`src/rtl/vmp_pkg.sv`:
```
package vmp_pkg;
  typedef enum logic [2:0] {
    CMD_NOP = 3'd0,
    CMD_ACT = 3'd1,
    CMD_RD  = 3'd2,
    CMD_WR  = 3'd3,
    CMD_PRE = 3'd4
  } mem_cmd_e;

  typedef enum logic [1:0] {
    SRC_DISP = 2'd0,
    SRC_HRD  = 2'd1,
    SRC_POST = 2'd2
  } src_e;
endpackage

```
`src/rtl/vmp_disp_fifo.sv`:
```
module vmp_disp_fifo #(
  parameter int DW    = 16,
  parameter int DEPTH = 8,
  localparam int PW = $clog2(DEPTH),
  localparam int LW = $clog2(DEPTH + 1)
) (
  input  logic          clk,
  input  logic          rst,
  input  logic          push,
  input  logic [DW-1:0] push_data,
  input  logic          pop,
  output logic [DW-1:0] pop_data,
  output logic [LW-1:0] level
);
  logic [DW-1:0] store [DEPTH];
  logic [PW-1:0] wp_q, rp_q;
  logic [LW-1:0] lvl_q;
  logic [DW-1:0] out_q;
  logic          do_push, do_pop;

  assign do_push = push && (lvl_q != LW'(DEPTH));
  assign do_pop  = pop && (lvl_q != '0);

  always_ff @(posedge clk) begin
    if (do_push) store[wp_q] <= push_data;
  end

  always_ff @(posedge clk) begin
    if (rst)         out_q <= '0;
    else if (do_pop) out_q <= store[rp_q];
  end

  always_ff @(posedge clk) begin
    if (rst) begin
      wp_q  <= '0;
      rp_q  <= '0;
      lvl_q <= '0;
    end else begin
      if (do_push) wp_q <= wp_q + PW'(1);
      if (do_pop)  rp_q <= rp_q + PW'(1);
      lvl_q <= lvl_q + LW'(do_push) - LW'(do_pop);
    end
  end

  assign pop_data = out_q;
  assign level    = lvl_q;
endmodule

```
`src/rtl/vmp_post_fifo.sv`:
```
module vmp_post_fifo #(
  parameter int AW    = 8,
  parameter int DW    = 16,
  parameter int DEPTH = 4,
  localparam int PW = $clog2(DEPTH),
  localparam int CW = $clog2(DEPTH + 1)
) (
  input  logic          clk,
  input  logic          rst,
  input  logic          push,
  input  logic [AW-1:0] push_addr,
  input  logic [DW-1:0] push_data,
  input  logic          pop,
  output logic [AW-1:0] head_addr,
  output logic [DW-1:0] head_data,
  output logic          empty,
  output logic          full,
  input  logic [AW-1:0] probe_addr,
  output logic          probe_hit
);
  logic [AW-1:0]    addr_q [DEPTH];
  logic [DW-1:0]    data_m [DEPTH];
  logic [DEPTH-1:0] vld_q;
  logic [DEPTH-1:0] hitv;
  logic [PW-1:0]    wp_q, rp_q;
  logic [CW-1:0]    cnt_q;
  logic             do_push, do_pop;

  assign full    = (cnt_q == CW'(DEPTH));
  assign empty   = (cnt_q == '0);
  assign do_push = push && !full;
  assign do_pop  = pop && !empty;

  always_ff @(posedge clk) begin
    if (do_push) begin
      data_m[wp_q] <= push_data;
      addr_q[wp_q] <= push_addr;
    end
  end

  always_ff @(posedge clk) begin
    if (rst) begin
      wp_q  <= '0;
      rp_q  <= '0;
      cnt_q <= '0;
      vld_q <= '0;
    end else begin
      if (do_push) begin
        wp_q        <= wp_q + PW'(1);
        vld_q[wp_q] <= 1'b1;
      end
      if (do_pop) begin
        rp_q        <= rp_q + PW'(1);
        vld_q[rp_q] <= 1'b0;
      end
      cnt_q <= cnt_q + CW'(do_push) - CW'(do_pop);
    end
  end

  for (genvar g = 0; g < DEPTH; g++) begin : g_probe
    assign hitv[g] = vld_q[g] && (addr_q[g] == probe_addr);
  end

  assign probe_hit = |hitv;
  assign head_addr = addr_q[rp_q];
  assign head_data = data_m[rp_q];
endmodule

```
`src/rtl/vmp_sched.sv`:
```
module vmp_sched
  import vmp_pkg::*;
#(
  parameter int AW        = 8,
  parameter int COL_W     = 4,
  parameter int DW        = 16,
  parameter int DD        = 8,
  parameter int RQ        = 4,
  parameter int LOW_MARK  = 3,
  localparam int RW = AW - COL_W,
  localparam int LW = $clog2(DD + 1),
  localparam int QW = $clog2(RQ),
  localparam int IW = $clog2(RQ + 1),
  localparam int SW = LW + IW
) (
  input  logic          clk,
  input  logic          rst,
  input  logic [LW-1:0] disp_level,
  input  logic          host_rd_pend,
  input  logic [AW-1:0] host_addr,
  input  logic          rd_hit,
  input  logic          wf_empty,
  input  logic [AW-1:0] wf_addr,
  input  logic [DW-1:0] wf_data,
  input  logic          mem_rvalid,
  output logic          urgent,
  output logic          wf_pop,
  output logic          host_issue,
  output logic          ret_disp,
  output logic          ret_host,
  output logic [2:0]    mem_cmd,
  output logic [RW-1:0] mem_row,
  output logic [COL_W-1:0] mem_col,
  output logic [DW-1:0] mem_wdata
);
  // row and burst tracking
  logic          open_q;
  logic [RW-1:0] row_q;
  src_e          last_src_q;
  logic [AW-1:0] next_q;
  logic [AW-1:0] disp_addr_q;

  // read-return tag queue (1 = host read)
  logic          tq_m [RQ];
  logic [QW-1:0] tq_wp_q, tq_rp_q;
  logic [IW-1:0] tq_cnt_q, infl_q;
  logic          tq_full;

  // registered command outputs
  mem_cmd_e         cmd_q;
  logic [RW-1:0]    mrow_q;
  logic [COL_W-1:0] mcol_q;
  logic [DW-1:0]    mwd_q;

  logic [SW-1:0] demand;
  logic          room, go, is_wr, hit, fire, disp_issue, issue_rd;
  src_e          src;
  logic [AW-1:0] tgt;
  logic [RW-1:0] tgt_row;
  mem_cmd_e      cmd_n;

  assign demand  = SW'(disp_level) + SW'(infl_q);
  assign urgent  = demand < SW'(LOW_MARK);
  assign room    = demand < SW'(DD);
  assign tq_full = (tq_cnt_q == IW'(RQ));

  // requester selection: urgent scanout, host read, write drain, background fill
  always_comb begin
    go    = 1'b0;
    src   = SRC_DISP;
    tgt   = disp_addr_q;
    is_wr = 1'b0;
    if (urgent) begin
      go = !tq_full;
    end else if (host_rd_pend && !rd_hit && !tq_full) begin
      go  = 1'b1;
      src = SRC_HRD;
      tgt = host_addr;
    end else if (!wf_empty) begin
      go    = 1'b1;
      src   = SRC_POST;
      tgt   = wf_addr;
      is_wr = 1'b1;
    end else if (room && !tq_full) begin
      go = 1'b1;
    end
  end

  assign tgt_row = tgt[AW-1:COL_W];
  assign hit     = open_q && (last_src_q == src) && (tgt == next_q) && (tgt_row == row_q);

  always_comb begin
    if (!go)        cmd_n = CMD_NOP;
    else if (hit)   cmd_n = is_wr ? CMD_WR : CMD_RD;
    else if (open_q) cmd_n = CMD_PRE;
    else            cmd_n = CMD_ACT;
  end

  assign fire       = go && hit;
  assign disp_issue = fire && (src == SRC_DISP);
  assign host_issue = fire && (src == SRC_HRD);
  assign wf_pop     = fire && is_wr;
  assign issue_rd   = disp_issue || host_issue;
  assign ret_host   = mem_rvalid && tq_m[tq_rp_q];
  assign ret_disp   = mem_rvalid && !tq_m[tq_rp_q];

  always_ff @(posedge clk) begin
    if (issue_rd) tq_m[tq_wp_q] <= host_issue;
  end

  always_ff @(posedge clk) begin
    if (rst) begin
      open_q      <= 1'b0;
      row_q       <= '0;
      last_src_q  <= SRC_DISP;
      next_q      <= '0;
      disp_addr_q <= '0;
      tq_wp_q     <= '0;
      tq_rp_q     <= '0;
      tq_cnt_q    <= '0;
      infl_q      <= '0;
      cmd_q       <= CMD_NOP;
      mrow_q      <= '0;
      mcol_q      <= '0;
      mwd_q       <= '0;
    end else begin
      cmd_q  <= cmd_n;
      mrow_q <= tgt_row;
      mcol_q <= tgt[COL_W-1:0];
      if (wf_pop) mwd_q <= wf_data;
      case (cmd_n)
        CMD_ACT: begin
          open_q     <= 1'b1;
          row_q      <= tgt_row;
          last_src_q <= src;
          next_q     <= tgt;
        end
        CMD_PRE: open_q <= 1'b0;
        CMD_RD, CMD_WR: next_q <= tgt + AW'(1);
        default: ;
      endcase
      if (disp_issue) disp_addr_q <= disp_addr_q + AW'(1);
      if (issue_rd)   tq_wp_q <= tq_wp_q + QW'(1);
      if (mem_rvalid) tq_rp_q <= tq_rp_q + QW'(1);
      tq_cnt_q <= tq_cnt_q + IW'(issue_rd) - IW'(mem_rvalid);
      infl_q   <= infl_q + IW'(disp_issue) - IW'(ret_disp);
    end
  end

  assign mem_cmd   = cmd_q;
  assign mem_row   = mrow_q;
  assign mem_col   = mcol_q;
  assign mem_wdata = mwd_q;
endmodule

```
`src/rtl/vidmem_pager.sv`:
```
module vidmem_pager #(
  parameter int AW         = 8,
  parameter int COL_W      = 4,
  parameter int DW         = 16,
  parameter int DISP_DEPTH = 8,
  parameter int POST_DEPTH = 4,
  parameter int RD_QUEUE   = 4,
  parameter int LOW_MARK   = 3,
  localparam int RW = AW - COL_W,
  localparam int LW = $clog2(DISP_DEPTH + 1)
) (
  input  logic             clk,
  input  logic             rst,
  input  logic             disp_pop,
  output logic [DW-1:0]    disp_data,
  output logic [LW-1:0]    disp_level,
  input  logic             h_req,
  input  logic             h_we,
  input  logic [AW-1:0]    h_addr,
  input  logic [DW-1:0]    h_wdata,
  output logic             h_ack,
  output logic [DW-1:0]    h_rdata,
  output logic [2:0]       mem_cmd,
  output logic [RW-1:0]    mem_row,
  output logic [COL_W-1:0] mem_col,
  output logic [DW-1:0]    mem_wdata,
  input  logic [DW-1:0]    mem_rdata,
  input  logic             mem_rvalid
);
  logic          wf_full, wf_empty, wf_pop, rd_hit;
  logic [AW-1:0] wf_addr;
  logic [DW-1:0] wf_data;
  logic          wr_accept, host_rd_pend, host_issue;
  logic          ret_disp, ret_host, urgent;
  logic          rd_busy_q, ack_q;
  logic [DW-1:0] rdata_q;

  assign wr_accept    = h_req && h_we && !wf_full;
  assign host_rd_pend = h_req && !h_we && !rd_busy_q;

  vmp_disp_fifo #(.DW(DW), .DEPTH(DISP_DEPTH)) u_disp (
    .clk       (clk),
    .rst       (rst),
    .push      (ret_disp),
    .push_data (mem_rdata),
    .pop       (disp_pop),
    .pop_data  (disp_data),
    .level     (disp_level)
  );

  vmp_post_fifo #(.AW(AW), .DW(DW), .DEPTH(POST_DEPTH)) u_post (
    .clk        (clk),
    .rst        (rst),
    .push       (wr_accept),
    .push_addr  (h_addr),
    .push_data  (h_wdata),
    .pop        (wf_pop),
    .head_addr  (wf_addr),
    .head_data  (wf_data),
    .empty      (wf_empty),
    .full       (wf_full),
    .probe_addr (h_addr),
    .probe_hit  (rd_hit)
  );

  vmp_sched #(
    .AW(AW), .COL_W(COL_W), .DW(DW), .DD(DISP_DEPTH),
    .RQ(RD_QUEUE), .LOW_MARK(LOW_MARK)
  ) u_sched (
    .clk          (clk),
    .rst          (rst),
    .disp_level   (disp_level),
    .host_rd_pend (host_rd_pend),
    .host_addr    (h_addr),
    .rd_hit       (rd_hit),
    .wf_empty     (wf_empty),
    .wf_addr      (wf_addr),
    .wf_data      (wf_data),
    .mem_rvalid   (mem_rvalid),
    .urgent       (urgent),
    .wf_pop       (wf_pop),
    .host_issue   (host_issue),
    .ret_disp     (ret_disp),
    .ret_host     (ret_host),
    .mem_cmd      (mem_cmd),
    .mem_row      (mem_row),
    .mem_col      (mem_col),
    .mem_wdata    (mem_wdata)
  );

  // host port: write acknowledge on queueing, read acknowledge on data return
  always_ff @(posedge clk) begin
    if (rst) begin
      rd_busy_q <= 1'b0;
      ack_q     <= 1'b0;
      rdata_q   <= '0;
    end else begin
      ack_q <= wr_accept || ret_host;
      if (host_issue)    rd_busy_q <= 1'b1;
      else if (ret_host) rd_busy_q <= 1'b0;
      if (ret_host) rdata_q <= mem_rdata;
    end
  end

  assign h_ack   = ack_q;
  assign h_rdata = rdata_q;
endmodule

```
`config.mk`:
```
export PLATFORM = sky130hd
export DESIGN_NAME = vidmem_pager
export DESIGN_NICKNAME = d
export VERILOG_FILES = /design/src/rtl/vmp_pkg.sv /design/src/rtl/vmp_disp_fifo.sv /design/src/rtl/vmp_post_fifo.sv /design/src/rtl/vmp_sched.sv /design/src/rtl/vidmem_pager.sv
export SDC_FILE = /design/constraint.sdc
export NUM_CORES = 1
export LEC_CHECK = 0
export ABC_CLOCK_PERIOD_IN_PS = 5700
export BUFFER_PORTS_ARGS = -buffer_cell sky130_fd_sc_hd__buf_2
export CORE_ASPECT_RATIO = 0.6
export CORE_UTILIZATION = 55
export DETAILED_ROUTE_END_ITERATION = 12
export PLACE_DENSITY_LB_ADDON = 0.25
export SETUP_SLACK_MARGIN = 0.15
export SLEW_MARGIN = 30
export SYNTH_ARGS = -nofsm -noshare
export SYNTH_HDL_FRONTEND = slang
export SYNTH_SLANG_ARGS = --single-unit
```
`constraint.sdc`:
```
create_clock -name clk -period 5.7 [get_ports clk]
set_input_delay 0.285 -clock clk [delete_from_list [all_inputs] [get_ports clk]]
set_output_delay 0.285 -clock clk [all_outputs]
set_load 0.01 [all_outputs]
```
# --- Word level (Yosys, flattened, before mapping) ---
# Memory sizes are Yosys's and may differ from the RTL's. A register that Yosys moved wholly into a read port is not among the register bits.
# Index checks and enable logic that the tools add are counted.
totals:
  regBits: 83
  ram_bits: 228
  in_bits: 46
  output_inout_bits: 64
  memories: 4
classes:
  n_addsub: 17
  magnitude_cmp: 6
  n_eq_ne: 15
  muxes: 38
  bitwise: 3
  n_reduce_logical: 43
mem_list:
  columns: ["name", "depth", "width", "read_ports", "rd_ports_with_merged_regs", "wr", "line_no", "source"]
  rows:
  - ["u_disp.store", 8, 16, 1, 1, 1, "vmp_disp_fifo.sv:15", "logic [DW-1:0] store [DEPTH];"]
  - ["u_post.data_m", 4, 16, 1, 1, 1, "vmp_post_fifo.sv:22", "logic [DW-1:0] data_m [DEPTH];"]
  - ["u_post.addr_q", 4, 8, 5, 1, 1, "vmp_post_fifo.sv:21", "logic [AW-1:0] addr_q [DEPTH];"]
  - ["u_sched.tq_m", 4, 1, 1, 1, 1, "vmp_sched.sv:44", "logic tq_m [RQ];"]
op_table:
  columns: ["op", "n"]
  rows:
  - ["== test 8 bit", 5]
  - ["logical AND 1 bit", 26]
  - ["two-way mux 8 bit", 3]
  - ["two-way mux 1 bit", 18]
  - ["adder 8 x 1 -> 8 bit, second input constant", 2]
  - ["one-hot mux 8 bit (2 select lines)", 1]
  - ["two-way mux 2 bit", 7]
  - ["two-way mux 4 bit", 3]
  - ["adder 3 x 1 -> 3 bit", 3]
  - ["== test 3 bit, second input constant", 3]
  - ["two-way mux 3 bit", 3]
  - ["subtractor 3 x 1 -> 3 bit", 3]
  - ["adder 2 x 1 -> 2 bit, second input constant", 4]
  - ["logical NOT 1 bit", 7]
  - ["less-than comparator 7 x 2 -> 1 bit, second input constant", 1]
  - ["less-than comparator 7 x 4 -> 1 bit, second input constant", 1]
  - ["adder 3 x 1 -> 3 bit, second input constant", 2]
  - ["== test 3 x 2 -> 1 bit, second input constant", 2]
  - ["less-than comparator 2 x 3 -> 1 bit, second input constant", 2]
  - ["nonzero test 2 bit", 3]
  - ["adder 4 x 3 -> 5 bit", 1]
  - ["adder 4 x 1 -> 4 bit", 1]
  - ["bitwise AND 4 bit", 1]
  - ["demux 1 bit (select 2 bit)", 2]
  - ["16 further kinds", 18]

# --- Depth between registers and ports, before layout ---
# Gate-level depths: netlist (run 1).
# An unclocked memory read counts as a cell.
logic_depth:
  depth_word: 18
  mapped_depth: 21

# --- By module ---
# From an unflattened synthesis (run 1), not the netlist that was laid out.
unflattened:
  hier_cells: 1007
  hier_area_um2: 14555.2
modules_own_cells:
  columns: ["module", "instances", "cells_each", "area_per_inst_um2", "seq_area_each_um2"]
  rows:
  - ["vmp_disp_fifo", 1, 346, 5965.7, 4364.2]
  - ["vmp_post_fifo", 1, 235, 4525.6, 3143.0]
  - ["vmp_sched", 1, 364, 3395.8, 1361.3]
  - ["vidmem_pager", 1, 62, 668.1, 360.3]

# --- Worst setup path before layout (run 1) ---
# No wires, ideal clock.
synth_path:
  kind: "register -> register"
  start: "reg u_disp.lvl_q[0], in the netlist u_disp.level[0]"
  end: "reg u_post.cnt_q[2]"
  t_arrival_ps: 4299
  required_time_ps: 5572
  setup_slack_ps: 1274
  stages_incl_launch_ff: 22
  period_less_slack_ps: 4426
  path_cell_list: "dfxtp_1 ha_1 fa_1 or2_2 o21ai_0 and2_1 clkbuf_1 nor2_1 a32o_1 a221o_1 xor2_1 nor3_1 nand2_1 nor2_1 ha_1 inv_1 ha_1 inv_1 fa_1 xor2_1 xnor2_1 nor2_1"
synth_rtl:
  columns: ["item", "line_no", "source"]
  rows:
  - ["start: declaration", "vmp_disp_fifo.sv:17", "logic [LW-1:0] lvl_q;"]
  - ["start signal: assignment", "vmp_disp_fifo.sv:41", "lvl_q <= lvl_q + LW'(do_push) - LW'(do_pop);"]
  - ["adder 4 x 3 -> 5 bit", "vmp_sched.sv:62", "assign demand = SW'(disp_level) + SW'(infl_q);"]
  - ["less-than comparator 7 x 2 -> 1 bit", "vmp_sched.sv:63", "assign urgent = demand < SW'(LOW_MARK);"]
  - ["two-way mux 8 bit", "vmp_sched.sv:73", "if (urgent) begin"]
  - ["net u_sched.tgt[1]", "vmp_sched.sv:58", "logic [AW-1:0] tgt;"]
  - ["== test 8 bit", "vmp_sched.sv:90", "assign hit = open_q && (last_src_q == src) && (tgt == next_q) && (tgt_row == row_q);"]
  - ["logical AND 1 bit (2 in series)", "vmp_sched.sv:90", null]
  - ["logical AND 1 bit", "vmp_sched.sv:99", "assign fire = go && hit;"]
  - ["logical AND 1 bit", "vmp_sched.sv:102", "assign wf_pop = fire && is_wr;"]
  - ["logical AND 1 bit", "vmp_post_fifo.sv:32", "assign do_pop = pop && !empty;"]
  - ["subtractor 3 x 1 -> 3 bit", "vmp_post_fifo.sv:56", "cnt_q <= cnt_q + CW'(do_push) - CW'(do_pop);"]
  - ["end signal: assignment", "vmp_post_fifo.sv:56", null]
  - ["end: declaration", "vmp_post_fifo.sv:26", "logic [CW-1:0] cnt_q;"]
# The timed path passes the listed nets, and every way through them passes these cells.
# A chain may end at the register's enable or synchronous reset.

# --- Worst setup path in the final report (run 1) ---
# Ends and elaborated chain as after synthesis.

==> flow_summary.ini, run 1 <==
[status]
status = finished, final reports clean

[routing]
wl_met1_um = 14700
drt-initial-drc-count = 624
viasPerCell = 5.60
dr_wl_met2_um = 12600
post_drt_wl_per_cell_um = 19.8
postRouteAntennaNets = 0
firstDrtPassIters = 4
totalWireLength_um = 30000
met3_length_um = 2260
highest_layer = met4
drc_errors = 0
num_vias = 8466

[cells_and_area]
fill_cells = 1879
layout-drive-gt1-share_pct = 22.4
area.growth.synth_to_final_pct = 16.6
num_antenna_cells = 0
nets = 1218
finish.utilization_pct = 65.8

[sta]
grt_setup_unrepaired = false
whs_ps = 32.2
timing.final.crit_share_pct = 86.0
worstMarginPinSlew_ps = 790
tns_ps = 0
hold_viol_final = 0
finalClockSkew_ps = 17.8
final_max_slew_viol_count = 0
slew_headroom_pct = 46.9
max_freq_mhz = 204
period_minus_slack_ps = 4900
setup_viol = 0

[cts]
cts_tree = built
cts_sinks = 347
cts_buffers = 31
root_buffer = clkbuf_16
clkTransAtPathRegs_ps = 60
post_cts_buffers = 0
worstSkewPairLatency_ps = 580
htreeDepth = 1
clk_path_buf_depth = 3

[grt]
grtUsageTotal_pct = 23.0
grt_pass1_wl_um = 47100
grt-ovfl-total = 0
grt_max_degree = 64
grt_antenna_before_repair = 0
grt_pass1_vias = 8341

[synthesis]
ys.warnings.count = 0
synth_edf_count = 228
synth_flop_cell = edfxtp_1
synth_area_um2 = 14400
synthCells = 997
synth_cell_type_count = 59
synth_nets = 1079
avgSynthCellArea_um2 = 14.4
synth-seq-cells = 347
yosysTopAreaCell = edfxtp_1
synth_area_leaders = edfxtp_1, dfxtp_1, mux4_2, mux2i_1, xnor2_1
async_reset_ff_share_pct = 0
yosysSeqAreaShare_pct = 64.3
synth_top_area_share_pct = 47.7

[power]
leakage_nw = 5.96
peakVddDrop_mv = 0.312
power-per-cell-area_nw_per_um2 = 413

[critical_path]
crit_path_end_kind = register
path_max_fanout = 10
reg2reg_from = u_disp.level[0]
r2r_slack_ps = 800
arrival_ps = 5330
timing.rr.end = u_post.cnt_q[2]
cp-start-kind = register
ff2ff_path_depth = 20
worstPathRequired_ps = 6130
path_class = register to register

[placement]
routabilityCongestion = 0.932
dpl.hpwl_um = 19400
io_buffers = 109

[hold_path]
hold_depth = 1
hp-start = mem_rdata[3]
whs_endpoint = u_disp.store[0][3]
min_path_type = primary input to register

[die]
core.rowCount = 45
fp.coreArea_um2 = 25400
die_width_um = 211
start_util_pct = 56.4
ios = 110
die_y_um = 127
fp.dieArea_um2 = 26800

[flow_run]
drv_cap = 0
[synth_stat cells, types with 6 or more instances]
| master | n |
|---|---|
| edfxtp_1 | 228 |
| dfxtp_1 | 119 |
| nor2_1 | 107 |
| mux2i_1 | 59 |
| mux4_2 | 57 |
| xnor2_1 | 49 |
| nand2_1 | 41 |
| clkbuf_1 | 36 |
| ha_1 | 31 |
| inv_1 | 31 |
| a211oi_1 | 24 |
| a21oi_1 | 23 |
| nor3_1 | 20 |
| nand3_1 | 16 |
| nor2b_1 | 13 |
| o21ai_0 | 12 |
| and2_1 | 11 |
| or3_1 | 11 |
| nand4_1 | 9 |
| buf_2 | 8 |
| or2_2 | 7 |
| a31oi_1 | 6 |
| and3_1 | 6 |
| buf_1 | 6 |
| xor2_1 | 6 |
[cell type report]
type	count	area [um^2]	share of cell area [%]
Timing Repair Buffer	159	1020	6.08
Sequential cell	347	9230	55.1
Clock buffer	44	905	5.40
Tap cell	352	440	2.63
Inverter	31	116	0.695
Multi-Input combinational cell	566	4830	28.8
Clock inverter	14	203	1.21
[worst max-delay path by stage]
stage                     from               to  slack (ps)  depth (start not counted)
3_3_place_gp   u_disp.level[0]  u_post.cnt_q[2]        1030                         20
3_5_place_dp   u_disp.level[0]  u_post.cnt_q[2]         890                         20
5_1_grt        u_disp.level[0]  u_post.cnt_q[2]         340                         20
4_1_cts        u_disp.level[0]  u_post.cnt_q[2]         880                         20
6_report       u_disp.level[0]  u_post.cnt_q[2]         800                         20
2_1_floorplan  u_disp.level[0]  u_post.cnt_q[2]        1270                         21
[per-stage QoR]
stage / total power [mW] / worst slack [ps] / instances / area, um^2
floorplan: 4.25 / 1270 / 997 / 14400
global placement: 4.66 / 1030 / 1424 / 15300
detailed placement: 4.72 / 891 / 1425 / 15300
global route: 7.25 / 342 / 1513 / 16700
finish: 6.92 / 799 / 1513 / 16700
CTS: 6.95 / 878 / 1513 / 16700
[power breakdown]
part / internal (mW) / switching [mW] / total [mW]
logic: 0.699 / 0.948 / 1.65
clock network: 1.29 / 0.927 / 2.22
registers: 2.89 / 0.165 / 3.05
[routing by layer]
metal  vias to the layer above  track usage [%]
met5                         -                0
li1                       3989                -
met3                        40             6.07
met4                         0             4.56
met2                       262             32.6
met1                      4175             35.9
[critical path, cell delays in order (launching register included)]
cell	delay (ps)
dfxtp_1	340
ha_1	230
fa_1	410
or2_2	300
o21ai_0	120
and2_1	390
nor2_1	140
a32o_1	310
a221o_1	370
xor2_1	200
nor3_1	410
nand2_1	170
nor2_1	160
ha_1	250
inv_1	60
ha_1	130
inv_1	50
fa_1	370
xor2_1	170
xnor2_1	140
nor2_1	50
[placed cells by master, fill, tap and decap left out, types with 18 or more instances in the layout]
master,instances
a211oi_1,24
a21oi_1,23
buf_2,108
buf_4,20
clkbuf_16,31
dfxtp_1,117
dlygate4sd3_1,30
edfxtp_1,228
ha_1,31
inv_1,31
mux2i_1,59
mux4_2,57
nand2_1,41
nor2_1,107
nor3_1,18
xnor2_1,49
[registers in the layout, summed over array words and instances (netlist names), 4 cells and up, named ones only]
name                 count
u_sched.mem_wdata       16
u_sched.tq_m             4
u_sched.mem_row          4
u_post.data_m           64
u_post.addr_q           32
u_disp.level             4
u_sched.row_q            4
u_sched.mem_col          4
u_disp.pop_data         16
u_sched.disp_addr_q      8
u_post.vld_q             4
u_disp.store           128
h_rdata                 16
u_sched.next_q           8
[logic make-up after synthesis]
kind of cell / Yosys count / synth area share [%]
XOR/XNOR: 55 / 3.36
flip-flops: 347 / 64.3
adder cells (fa/ha/maj): 36 / 3.40
multiplexers: 117 / 13.1
AND/OR/NAND/NOR: 265 / 9.08
buffers and inverters: 84 / 2.37
AO/OA/AOI/OAI: 93 / 4.38
[repair_timing]
action	CTS	global route
resized for setup	0	0
hold endpoints to repair	176	0
hold buffers	30	0
(Power assumes the default switching activity.)
==> run 2: changes to the inputs <==
ABC_CLOCK_PERIOD_IN_PS = 5750   (was 5700)
clock period = 5.75 ns   (was 5.7 ns; I/O delays follow)
==> run 2 against run 1 <==
Routed wire length is 1.8% lower. Cell count is 0.20% lower. Die area stayed put. Clock power is 5% lower. Fmax is 0.20% higher. Sequential share of layout area is 0.24 points higher. Non-clock buffer count is 2 lower. Critical path type unchanged.
==> flow_summary.ini, run 2 (synthesized netlist as in run 1, its figures left out) <==
[power]
internal_power_mw = 4.79
power_switching_mw = 1.98
power-per-cell-area_nw_per_um2 = 406
switching_share_pct = 29.3
power_frac_clock_pct = 31.4
seqPwrFrac_pct = 44.4
combPwrFrac_pct = 24.3
peakVddDrop_mv = 0.321
finalPower_mw = 6.77
leakage_nw = 5.95

[hold_path]
min_path_type = primary input to register
whs_endpoint = u_disp.store[1][7]
hold_depth = 1
hp-start = mem_rdata[7]

[cts]
cts_tree = built
htreeDepth = 1
ctsResizeCount = 0
worstSkewPairLatency_ps = 580
root_buffer = clkbuf_16
clk_path_buf_depth = 3
cts_buffers = 31
post_cts_buffers = 0
clkTransAtPathRegs_ps = 70
cts_sinks = 347

[critical_path]
timing.rr.end = u_post.cnt_q[2]
cp-start-kind = register
ff2ff_path_depth = 20
arrival_ps = 5340
reg2reg_from = u_disp.level[0]
path_max_fanout = 10
crit_path_end_kind = register
worstPathRequired_ps = 6200
r2r_slack_ps = 860
path_class = register to register

[cells_and_area]
mostFrequentLayoutCells = edfxtp_1, dfxtp_1, buf_2
layout-drive-gt1-share_pct = 22.3
finalInstanceArea_um2 = 16700
layoutNonFillerInstCount = 1510
area.growth.synth_to_final_pct = 16.1
multi_input_area_um2 = 4830
fill_cells = 1830
seq_area_um2 = 9230
reg_top3 = u_disp.store (128), u_post.data_m (64), u_post.addr_q (32)
regMostFlops = u_disp.store
num_antenna_cells = 0
finish.utilization_pct = 65.5
nets = 1216
final_common_cell = edfxtp_1
largest_register_ffs = 128

[grt]
grt.busiest_layer = met1
grt_antenna_before_repair = 0
grtUsageTotal_pct = 22.4
grt_max_degree = 64
grtUsageMet2_pct = 31.4
grt_pass1_wl_um = 46200
grt_pass1_vias = 8300
use_met3_pct = 5.65
grt-ovfl-total = 0
use_met1_pct = 35.3

[die]
ios = 110
fp.dieArea_um2 = 26800
core.rowCount = 45
die_width_um = 211
fp.coreArea_um2 = 25400
die_y_um = 127
start_util_pct = 56.4

[sta]
hold_viol_final = 0
worstMarginPinSlew_ps = 828
period_minus_slack_ps = 4890
tns_ps = 0
final_max_slew_viol_count = 0
setup_viol = 0
setup_ws_ps = 859
max_freq_mhz = 204
whs_ps = 16.2
timing.final.crit_share_pct = 85.1
finalClockSkew_ps = 15.1
grt_setup_unrepaired = false
slew_headroom_pct = 44.4

[routing]
postRouteAntennaNets = 0
firstDrtPassIters = 5
drt-initial-drc-count = 663
viasPerCell = 5.58
post_drt_wl_per_cell_um = 19.5
num_vias = 8422
drc_errors = 0
totalWireLength_um = 29400

[placement]
io_buffers = 109
dpl_cell_area_um2 = 15300
dpl.hpwl_um = 19200
pre_cts_ws_ps = 956
routabilityCongestion = 0.940
dpl.cell_count = 1425

[flow_run]
drv_cap = 0

[status]
status = finished, final reports clean
[run 2: cell types whose count changed in the layout (fill, tap and decap cells not counted), sizes merged]
cell | previous run | this run
clkinv | 5 | 12
clkbuf | 44 | 40
clkinvlp | 4 | 0
dlygate4sd3 | 30 | 28
[run 2: cell type report]
| class | instances | share of cell area (%) |
|---|---|---|
| Tap cell | 352 | 2.64 |
| Sequential cell | 347 | 55.4 |
| Clock inverter | 17 | 1.16 |
| Timing Repair Buffer | 157 | 5.99 |
| Clock buffer | 40 | 5.16 |
| Inverter | 31 | 0.698 |
| Multi-Input combinational cell | 566 | 29.0 |
[run 2: how the worst max path moves through the flow]
stage                    startpoint              end  depth (start not counted)
floorplan           u_disp.level[0]  u_post.cnt_q[2]                         21
global placement    u_disp.level[0]  u_post.cnt_q[2]                         20
detailed placement  u_disp.level[0]  u_post.cnt_q[2]                         20
CTS                 u_disp.level[0]  u_post.cnt_q[2]                         20
global route        u_disp.level[0]  u_post.cnt_q[2]                         20
finish              u_disp.level[0]  u_post.cnt_q[2]                         20
[run 2: power by group through the flow]
| stage | clock (mW) | combinational [mW] | sequential, mW |
|---|---|---|---|
| after floorplan | 0 | 1.17 | 3.05 |
| after global placement | 0 | 1.57 | 3.04 |
| after detailed placement | 0 | 1.61 | 3.06 |
| after CTS | 2.17 | 1.63 | 3.00 |
| after global routing | 2.26 | 1.82 | 3.03 |
| final | 2.12 | 1.64 | 3.00 |
[run 2: metal layers]
metal	routed length, um	up-vias	part of all wire [%]
li1	-	3977	-
met1	14500	4152	49
met2	12300	259	42
met3	2200	34	7.5
met4	485	0	1.6
met5	0	-	0
[run 2: critical path, cell delays in order (launching register included)]
cell	delay, ps
dfxtp_1	340
ha_1	240
fa_1	410
or2_2	310
o21ai_0	120
and2_1	390
nor2_1	160
a32o_1	320
a221o_1	380
xor2_1	210
nor3_1	420
nand2_1	160
nor2_1	130
ha_1	230
inv_1	60
ha_1	130
inv_1	50
fa_1	370
xor2_1	170
xnor2_1	130
nor2_1	50
[run 2: what timing repair did]
action / in CTS / in global routing
endpoints found under the setup margin: 0 / 0
hold endpoints to repair: 148 / 0
hold buffers: 28 / 0
